<file path="config.mk">
export PLATFORM = sky130hd
export DESIGN_NAME = load_diverter
export DESIGN_NICKNAME = d
export VERILOG_FILES = /design/src/rtl/div_pkg.sv /design/src/rtl/div_energy_acc.sv /design/src/rtl/div_mains_timing.sv /design/src/rtl/div_prio_filter.sv /design/src/rtl/div_load_select.sv /design/src/rtl/load_diverter.sv
export SDC_FILE = /design/constraint.sdc
export NUM_CORES = 1
export LEC_CHECK = 0
export BUFFER_PORTS_ARGS = -buffer_cell sky130_fd_sc_hd__buf_2
export CORE_UTILIZATION = 40
export DETAILED_ROUTE_END_ITERATION = 16
export PLACE_DENSITY = 0.64
export SYNTH_ARGS = -nofsm -noshare
export SYNTH_HDL_FRONTEND = slang
export SYNTH_SLANG_ARGS = --single-unit
</file>
<file path="constraint.sdc">
create_clock -name clk -period 6 [get_ports clk]
set_input_delay 0.6 -clock clk [delete_from_list [all_inputs] [get_ports clk]]
set_output_delay 0.6 -clock clk [all_outputs]
set_load 0.05 [all_outputs]
</file>
<file path="src/rtl/div_pkg.sv">
package div_pkg;

    typedef enum logic {
        HALF_LOWER = 1'b0,
        HALF_UPPER = 1'b1
    } half_e;

    typedef enum logic {
        MAP_DIRECT  = 1'b0,
        MAP_SWAPPED = 1'b1
    } map_e;

    typedef logic [3:0] load_idx_t;

    typedef struct packed {
        logic      hit;
        load_idx_t idx;
    } pick_t;

    // Lowest-index off load that may switch on.
    function automatic pick_t pick_on(input logic [15:0] on, input int n,
                                      input load_idx_t active, input logic tmo);
        pick_t r;
        r = '0;
        for (int i = 0; i < 16; i++) begin
            if (i < n && !r.hit && !on[i] && (active == i[3:0] || tmo)) begin
                r.hit = 1'b1;
                r.idx = i[3:0];
            end
        end
        return r;
    endfunction

    // Highest-index on load that may switch off.
    function automatic pick_t pick_off(input logic [15:0] on, input int n,
                                       input load_idx_t active, input logic tmo);
        pick_t r;
        r = '0;
        for (int i = 15; i >= 0; i--) begin
            if (i < n && !r.hit && on[i] && (active == i[3:0] || tmo)) begin
                r.hit = 1'b1;
                r.idx = i[3:0];
            end
        end
        return r;
    endfunction

    function automatic logic [31:0] clamp_level(input logic signed [31:0] v,
                                                input logic [31:0] cap);
        if (v < 0) return '0;
        if ($unsigned(v) > cap) return cap;
        return $unsigned(v);
    endfunction

endpackage

</file>
<file path="src/rtl/div_energy_acc.sv">
module div_energy_acc #(
    parameter int LEVEL_W         = 18,
    parameter int CONTRIB_W       = 16,
    parameter int CAPACITY        = 180000,
    parameter int REQUIRED_EXPORT = 0
) (
    input  logic                        clk,
    input  logic                        rst,
    input  logic                        valid,
    input  logic [1:0]                  phase,
    input  logic signed [CONTRIB_W-1:0] value,
    output logic [LEVEL_W-1:0]          level
);
    localparam logic signed [31:0] EXPORT_S = 32'(REQUIRED_EXPORT);
    localparam logic [31:0]        CAP_U    = 32'(CAPACITY);

    logic signed [31:0] sum_s;
    logic [31:0]        lvl_d;

    always_comb begin
        sum_s = $signed({{(32-LEVEL_W){1'b0}}, level})
              + $signed({{(32-CONTRIB_W){value[CONTRIB_W-1]}}, value});
        if (phase == 2'd0) sum_s = sum_s - EXPORT_S;
        lvl_d = div_pkg::clamp_level(sum_s, CAP_U);
    end

    always_ff @(posedge clk) begin
        if (rst)        level <= '0;
        else if (valid) level <= lvl_d[LEVEL_W-1:0];
    end
endmodule

</file>
<file path="src/rtl/div_mains_timing.sv">
module div_mains_timing #(
    parameter int EVAL_SAMPLE = 5
) (
    input  logic clk,
    input  logic rst,
    input  logic sample,
    input  logic positive,
    output logic eval_pulse,
    output logic neg_pulse
);
    localparam int CNT_W = $clog2(EVAL_SAMPLE + 2);

    logic             last_pos;
    logic [CNT_W-1:0] cnt;
    logic [CNT_W-1:0] chk;

    always_comb chk = last_pos ? cnt : '0;

    always_ff @(posedge clk) begin
        if (rst) begin
            last_pos   <= 1'b0;
            cnt        <= '0;
            eval_pulse <= 1'b0;
            neg_pulse  <= 1'b0;
        end else begin
            eval_pulse <= 1'b0;
            neg_pulse  <= 1'b0;
            if (sample) begin
                last_pos <= positive;
                if (positive) begin
                    eval_pulse <= (chk == CNT_W'(EVAL_SAMPLE));
                    if (chk != '1) cnt <= chk + 1'b1;
                    else           cnt <= chk;
                end else begin
                    neg_pulse <= last_pos;
                end
            end
        end
    end
endmodule

</file>
<file path="src/rtl/div_prio_filter.sv">
module div_prio_filter #(
    parameter int DEBOUNCE = 20
) (
    input  logic              clk,
    input  logic              rst,
    input  logic              neg_pulse,
    input  logic              sel,
    output div_pkg::map_e     mode
);
    localparam int CNT_W = $clog2(DEBOUNCE + 1);

    logic [CNT_W-1:0] cnt;
    logic [CNT_W-1:0] cnt_inc;

    always_comb cnt_inc = cnt + 1'b1;

    always_ff @(posedge clk) begin
        if (rst) begin
            mode <= div_pkg::map_e'(sel);
            cnt  <= '0;
        end else if (neg_pulse && (sel != mode)) begin
            if (cnt_inc >= CNT_W'(DEBOUNCE)) begin
                mode <= div_pkg::map_e'(sel);
                cnt  <= '0;
            end else begin
                cnt <= cnt_inc;
            end
        end
    end
endmodule

</file>
<file path="src/rtl/div_load_select.sv">
module div_load_select #(
    parameter int N_LOADS  = 3,
    parameter int LEVEL_W  = 18,
    parameter int CAPACITY = 180000,
    parameter int SETTLE   = 10,
    parameter int SPACING  = 25
) (
    input  logic               clk,
    input  logic               rst,
    input  logic               eval_pulse,
    input  logic [LEVEL_W-1:0] level,
    input  div_pkg::map_e      mode,
    output logic [N_LOADS-1:0] logic_on,
    output logic [N_LOADS-1:0] load_n
);
    import div_pkg::*;

    localparam int LIM   = (SETTLE > SPACING ? SETTLE : SPACING) + 2;
    localparam int CNT_W = $clog2(LIM + 1);
    localparam logic [LEVEL_W-1:0] MID = LEVEL_W'(CAPACITY / 2);

    logic [CNT_W-1:0]   cross_q, change_q, cross_d, change_d;
    half_e              half_q, half_d;
    load_idx_t          active_q, active_d;
    logic [LEVEL_W-1:0] rec_q, rec_d;
    logic [N_LOADS-1:0] on_d, phys;
    logic               tmo, act;
    pick_t              p;

    always_comb begin
        cross_d  = (cross_q  == '1) ? cross_q  : cross_q  + 1'b1;
        change_d = (change_q == '1) ? change_q : change_q + 1'b1;
        half_d   = (level > MID) ? HALF_UPPER : HALF_LOWER;
        if (half_d != half_q) cross_d = '0;
        tmo      = change_d > CNT_W'(SPACING);
        act      = cross_d > CNT_W'(SETTLE);
        on_d     = logic_on;
        active_d = active_q;
        rec_d    = rec_q;
        p        = '0;
        if (act) begin
            if (half_d == HALF_UPPER && level >= rec_q)
                p = pick_on(16'(logic_on), N_LOADS, active_q, tmo);
            else if (half_d == HALF_LOWER && level <= rec_q)
                p = pick_off(16'(logic_on), N_LOADS, active_q, tmo);
        end
        if (p.hit) begin
            for (int i = 0; i < N_LOADS; i++)
                if (p.idx == 4'(i)) on_d[i] = (half_d == HALF_UPPER);
            change_d = '0;
            rec_d    = level;
            active_d = p.idx;
        end
        phys = on_d;
        if (mode == MAP_SWAPPED) begin
            phys[0] = on_d[1];
            phys[1] = on_d[0];
        end
    end

    always_ff @(posedge clk) begin
        if (rst) begin
            cross_q  <= '0;
            change_q <= '0;
            half_q   <= HALF_LOWER;
            active_q <= '0;
            rec_q    <= MID;
            logic_on <= '0;
            load_n   <= '1;
        end else if (eval_pulse) begin
            cross_q  <= cross_d;
            change_q <= change_d;
            half_q   <= half_d;
            active_q <= active_d;
            rec_q    <= rec_d;
            logic_on <= on_d;
            load_n   <= ~phys;
        end
    end
endmodule

</file>
<file path="src/rtl/load_diverter.sv">
module load_diverter #(
    parameter int N_LOADS         = 3,
    parameter int LEVEL_W         = 18,
    parameter int CONTRIB_W       = 16,
    parameter int CAPACITY        = 180000,
    parameter int REQUIRED_EXPORT = 0,
    parameter int EVAL_SAMPLE     = 5,
    parameter int SETTLE          = 10,
    parameter int SPACING         = 25,
    parameter int DEBOUNCE        = 20
) (
    input  logic                        clk,
    input  logic                        rst,
    input  logic                        contrib_valid,
    input  logic [1:0]                  contrib_phase,
    input  logic signed [CONTRIB_W-1:0] contrib_value,
    input  logic                        ph0_sample,
    input  logic                        ph0_positive,
    input  logic                        sel_swap,
    output logic [N_LOADS-1:0]          load_n,
    output logic [LEVEL_W-1:0]          level
);
    logic               eval_pulse, neg_pulse;
    div_pkg::map_e      mode;
    logic [N_LOADS-1:0] logic_on;

    div_energy_acc #(
        .LEVEL_W(LEVEL_W), .CONTRIB_W(CONTRIB_W),
        .CAPACITY(CAPACITY), .REQUIRED_EXPORT(REQUIRED_EXPORT)
    ) u_acc (
        .clk(clk), .rst(rst), .valid(contrib_valid),
        .phase(contrib_phase), .value(contrib_value), .level(level)
    );

    div_mains_timing #(.EVAL_SAMPLE(EVAL_SAMPLE)) u_timing (
        .clk(clk), .rst(rst), .sample(ph0_sample), .positive(ph0_positive),
        .eval_pulse(eval_pulse), .neg_pulse(neg_pulse)
    );

    div_prio_filter #(.DEBOUNCE(DEBOUNCE)) u_prio (
        .clk(clk), .rst(rst), .neg_pulse(neg_pulse), .sel(sel_swap), .mode(mode)
    );

    div_load_select #(
        .N_LOADS(N_LOADS), .LEVEL_W(LEVEL_W), .CAPACITY(CAPACITY),
        .SETTLE(SETTLE), .SPACING(SPACING)
    ) u_select (
        .clk(clk), .rst(rst), .eval_pulse(eval_pulse), .level(level),
        .mode(mode), .logic_on(logic_on), .load_n(load_n)
    );
endmodule

</file>
# ---- Word-level counts from Yosys, hierarchy flattened
# Cells that the tools add are included.
dict set report word_totals {
  n_memories 0
  output_inout_bits 21
  mem_bits_rw 0
  wordCells 115
  inputBits 24
  regBits 69
  mem_bits_ro 0
  latchBits 0
}
dict set report classes {
  magnitude_cmp 8
  n_mul 0
  bitwise_logic 4
  reduce_logical 32
  n_addsub 5
  div 0
  shifts 0
  n_mux 42
  n_eq_ne 10
}
# cell n
set op_table {}
lappend op_table {{$mux 5} 24}
lappend op_table {{$mux 18} 4}
lappend op_table {{$gt 32x18->1 const B} 1}
lappend op_table {{$add 19x16->20} 1}
lappend op_table {{$lt 20x1->1 const B} 1}
lappend op_table {{$ge 18x18->1} 1}
lappend op_table {{$gt 18x17->1 const B} 1}
lappend op_table {{$le 18x18->1} 1}
lappend op_table {{$add 5x1->5 const B} 3}
lappend op_table {{$logic_and 1x1->1} 13}
lappend op_table {{$eq 5x5->1 const B} 2}
lappend op_table {{$mux 1} 10}
lappend op_table {{$mux 3} 3}
lappend op_table {{$eq 4x1->1 const B} 2}
lappend op_table {{$eq 4x2->1 const B} 2}
lappend op_table {{$logic_not 4->1} 2}
lappend op_table {{$logic_not 1->1} 7}
lappend op_table {{$reduce_and 2->1} 3}
lappend op_table {{$reduce_or 3->1} 2}
lappend op_table {{$ge 5x5->1 const B} 1}
lappend op_table {{$gt 5x4->1 const B} 1}
lappend op_table {{$gt 5x5->1 const B} 1}
lappend op_table {{$reduce_bool 2->1} 2}
lappend op_table {{$add 3x1->3 const B} 1}
lappend op_table {{other kinds (7)} 12}

# ---- Logic depth before layout (Yosys ltp)
dict set report depth {
  word_depth 28
  depth_mapped 11
}

# ---- Modules after synthesis
# Synthesis repeated with hierarchy kept, for this count alone.
dict set report unflattened {
  cells_unflattened 623
  area_unflattened_um2 5103.6
}
# mod cells_per_inst instances area_each_um2
set modules_own_cells {}
lappend modules_own_cells {div_load_select 302 1 2463.6}
lappend modules_own_cells {div_energy_acc 251 1 2009.4}
lappend modules_own_cells {div_prio_filter 41 1 356.6}
lappend modules_own_cells {div_mains_timing 29 1 274.0}

# ---- Least setup slack after synthesis
# OpenSTA, ideal clock, no wires.
dict set report synth_timing {
  path_kind {register -> register}
  from {reg u_acc.level[12]}
  to {reg u_acc.level[14]}
  path_stages_with_launch 11
  path_slack_ps 2699
  period_less_slack_ps 3301
  setup_time_ps 62
  t_arrival_ps 3240
  path_cell_list {dfxtp_1 -> ha_1 -> a21o_1 -> a21o_1 -> a21o_1 -> a221o_1 -> or3_1 -> mux2_4 -> a311oi_4 -> buf_6 -> a32o_2}
}
dict set report synth_via {
  elab_chain_cells 6
  word_cells_on_any_way 9
  classes_between {1 x add/sub; 2 x order compare; 6 x mux}
}
# item line
set synth_rtl {}
lappend synth_rtl {{from (decl)} div_energy_acc.sv:12} ;# output logic [LEVEL_W-1:0] level
lappend synth_rtl {{from (signal assigned)} div_energy_acc.sv:29} ;# else if (valid) level <= lvl_d[LEVEL_W-1:0];
lappend synth_rtl {{$add 19x16->20 (*)} div_energy_acc.sv:22} ;# + $signed({{(32-CONTRIB_W){value[CONTRIB_W-1]}}, value});
lappend synth_rtl {{$gt 32x18->1} div_pkg.sv:51} ;# if ($unsigned(v) > cap) return cap;
lappend synth_rtl {{$mux 1 (2 in a row)} div_pkg.sv:51}
lappend synth_rtl {{$mux 18} div_pkg.sv:52} ;# return $unsigned(v);
lappend synth_rtl {{$mux 18 (*)} div_pkg.sv:51}
# Every way passes the cells marked *; elsewhere a longest branch is shown, timed or not. The select of a mux whose other input is x is not followed.
# A chain may end at the register's enable or synchronous reset.

==> impl_table.tex <==
\begin{tabular}{lr}
\hline
Metric & Value \\
\hline
\multicolumn{2}{l}{\textbf{Yosys}} \\
Number of flops mapped to enable cells by yosys & 1 \\
Synthesized area per cell & 8.20 µm² \\
Net count after synthesis & 641 \\
Area leader, netlist & dfxtp\_1 \\
Number of flip-flops and latches in the synthesized netlist & 67 \\
Post-Synthesis Cells & 573 \\
Cell types occupying the most area after synthesis & dfxtp\_1 (28\%), ha\_1 (11\%), a21oi\_1 (5.7\%), nand2\_1 (4.2\%), mux2i\_1 (3.8\%) \\
Synth unique cells & 72 \\
Yosys Warn Count & 0 \\
Post-synth top flop & dfxtp\_1 \\
Register area share after synthesis & 28.7\% \\
Combined area of all synthesized cells & approximately 4700 µm² \\
Top cells by instance count after synthesis & dfxtp\_1 (66), a21oi\_1 (54), nand2\_1 (52), ha\_1 (43), inv\_1 (38) \\
Cell with the most instances after synthesis & dfxtp\_1 \\
Share of Yosys cell area claimed by the top area cell type & 28.1\% \\
Share of async-settable or async-resettable flops after synthesis & 0\% \\
\multicolumn{2}{l}{\textbf{Global route}} \\
Number of antenna violations at the first check in global routing & 0 \\
Global-route usage over all layers & 19.3\% \\
Met2 usage in global routing & a little over a third \\
Number of global-route vias before repair & 4293 \\
Met1 track utilization from global routing & 22.4\% \\
Busiest grt layer & met2 \\
Pin count of the biggest net entering global routing & 49 \\
Remaining global-route overflow & 0 \\
Met3 global-route usage & 3.51\% \\
Wire length of the first global-routing pass & 19800 µm \\
\multicolumn{2}{l}{\textbf{Clocking}} \\
Register clock-pin slew on the reported worst setup and hold paths & 50 ps \\
Clock insertion delay at the later pin of the skew report & 330 ps \\
TritonCTS Sinks & 67 \\
Clock tree from TritonCTS & yes \\
Total CTS buffers & 9 \\
Depth of the CTS H-tree & 3 \\
Post-CTS setup repair buffer count & 0 \\
\# hold bufs at CTS & 0 \\
\# resized after CTS & 0 \\
Number of buffers on the longest clock path & 2 \\
CTS Root Buffer Type & clkbuf\_16 \\
\multicolumn{2}{l}{\textbf{Job}} \\
Number of max-capacitance violations reported & 0 \\
\multicolumn{2}{l}{\textbf{Timing}} \\
Worst slew margin relative to its limit & between 20\% and 30\% \\
Achievable Freq & roughly 0.27 GHz \\
Worst Setup Slack, final & 2280 ps \\
Setup violations, final & 0 \\
Unrepaired setup endpoints after global routing & no \\
Final setup TNS & 0 ps \\
Slew at the pin with the worst max-slew slack & 1100 ps \\
Period utilisation layout & 61.9\% \\
Final hold violation count & 0 \\
Max Slew Vio Count & 0 \\
Min Tclk post-route & 3720 ps \\
Clk\_skew & 6.36 ps \\
\multicolumn{2}{l}{\textbf{Floorplanning}} \\
Count of standard-cell rows & 39 \\
Starting density of the core & 41.2\% \\
Placeable core area & 11400 µm² \\
DIE AREA & between 10000 and 15000 µm² \\
Vertical die dimension & approximately 110 µm \\
Top-level port count & 45 \\
Die width & between 100 and 150 µm \\
\multicolumn{2}{l}{\textbf{Routing}} \\
First-pass iteration count of the detailed router & 5 \\
Violation count after the first detailed-routing iteration & between 150 and 200 \\
Final ANT Viol Nets & 0 \\
Total via count after detailed routing & 4405 \\
Vias per cell & 5.87 \\
Final routed wire length divided by cell count & $\sim$15 µm \\
Total routed wirelength & 11600 µm \\
Total DRC errors in the routed layout & 0 \\
\multicolumn{2}{l}{\textbf{Power}} \\
Leak & 0.00239 µW \\
Peak supply drop & 0.000138 V \\
Power Dens Cells & 237 nW/µm² \\
\multicolumn{2}{l}{\textbf{Cells and area}} \\
Fin area & 5310 µm² \\
Number of antenna diodes & 0 \\
Cell Count, Final, Fillers Out & 751 \\
Total number of nets in the final design & about 670 \\
Share of post-route cells with drive strength above 1 & approximately an eighth \\
Synthesis-to-finish area growth & 13.0\% \\
\multicolumn{2}{l}{\textbf{Critical path}} \\
Worst path arrival time & 3940 ps \\
Endpoint kind of the worst setup timing path & flip-flop \\
Endpoint required time on the critical path & $\sim$6200 ps \\
Largest fanout on the critical path & 23 \\
Startpoint kind of the worst setup timing path & flip-flop \\
Kind of critical path & flip-flop to flip-flop \\
\multicolumn{2}{l}{\textbf{Worst hold path}} \\
Type of the worst min-delay path & input pin to flip-flop \\
\multicolumn{2}{l}{\textbf{Place}} \\
Setup Slack @ Placement & 2240 ps \\
Instance count after placement with tap cells included & 735 \\
RD Place Congestion & 0.886 \\
Detailed Place HPWL & 8610 µm \\
Cell area after placement & $\sim$5000 µm² \\
Total of buffers placed on input and output ports & 42 \\
\multicolumn{2}{l}{\textbf{Outcome}} \\
Result of the run & completed \\
\hline
\end{tabular}
==> kinds of logic (layout without fill, tap and decap cells) <==
| family | Yosys count | after routing | synth area share [%] |
|---|---|---|---|
| AND/OR/NAND/NOR | 180 | 180 | 19.0 |
| AO/OA/AOI/OAI | 180 | 180 | 26.9 |
| buffers and inverters | 62 | 97 | 5.27 |
| flip-flops | 67 | 67 | 28.7 |
| adder cells (fa/ha/maj) | 44 | 44 | 11.9 |
| multiplexers | 22 | 22 | 4.87 |
| XOR/XNOR | 18 | 18 | 3.35 |
==> per-stage QoR <==
stage	hold WS (ps)	total power (µW)	utilization [%]
2_1_floorplan	445	648	-
3_3_place_gp	458	695	43.7
3_5_place_dp	463	699	43.7
4_1_cts	451	1260	46.5
5_1_grt	467	1310	46.5
6_report	466	1260	46.5
==> cell usage in the layout, fill, tap and decap left out, types with 5 or more instances in the layout <==
master,n
dfxtp_1,66
a21oi_1,54
nand2_1,52
ha_1,43
buf_2,42
inv_1,38
nor2_1,36
o21ai_0,19
nand3_1,18
mux2i_1,18
nor3_1,17
nand4_1,16
a211oi_1,13
a21o_1,11
a31oi_1,11
xnor2_1,10
clkbuf_16,9
xor2_1,8
or3_1,8
a221oi_1,8
a32o_1,7
and3_1,6
a22o_1,6
o21a_1,5
==> state kept, by name (all words and copies together) (netlist names), named ones only <==
register and count:
u_select.load_n 3, u_timing.neg_pulse 1, u_timing.eval_pulse 1, u_timing.last_pos 1, u_select.half_q 1, u_select.rec_q 18
u_timing.cnt 3, u_select.active_q 2, u_select.cross_q 5, u_prio.mode 1, u_select.change_q 5, u_prio.cnt 5
u_acc.level 18
==> area by class of cell <==
type                            count  area [µm²]
Fill cell                        1180        6110
Multi-Input combinational cell    444        3100
Sequential cell                    67        1350
Clock buffer                       11         243
Timing Repair Buffer               43         218
Tap cell                          143         179
Inverter                           38         143
Clock inverter                      5        77.6
==> critical path, cell delays in order (launching register included) <==
cell and delay, ps:
dfxtp_1 380, ha_1 330, nand4_1 160, or3_1 390, a311oi_1 450, a32o_1 400, nand2_1 700, or2_1 500
a221oi_1 290
==> path summary, 6_finish.rpt <==
check,depth (start not counted),endpoint,slack [ps],start
worst max register to register,8,flip-flop,2280,u_acc.level[5]
worst max-delay path,8,flip-flop,2280,u_acc.level[5]
worst min-delay path,2,u_timing.neg_pulse,470,ph0_positive
worst min register to register,2,u_select.rec_q[11],480,u_select.rec_q[11]
==> routing by layer <==
metal | wire (µm) | part of all wire [%] | up-vias
li1 | - | - | 2220
met1 | 5160 | 45 | 2078
met2 | 5850 | 51 | 92
met3 | 377 | 3.3 | 15
met4 | 166 | 1.4 | 0
met5 | 0 | 0 | -
==> power breakdown <==
group | internal (µW) | leakage (µW) | switching [µW]
combinational | 80.7 | 0.00169 | 139
clock | 374 | 0.000156 | 191
sequential | 455 | 0.000544 | 16.7
Power figures use the tool's default switching activity.
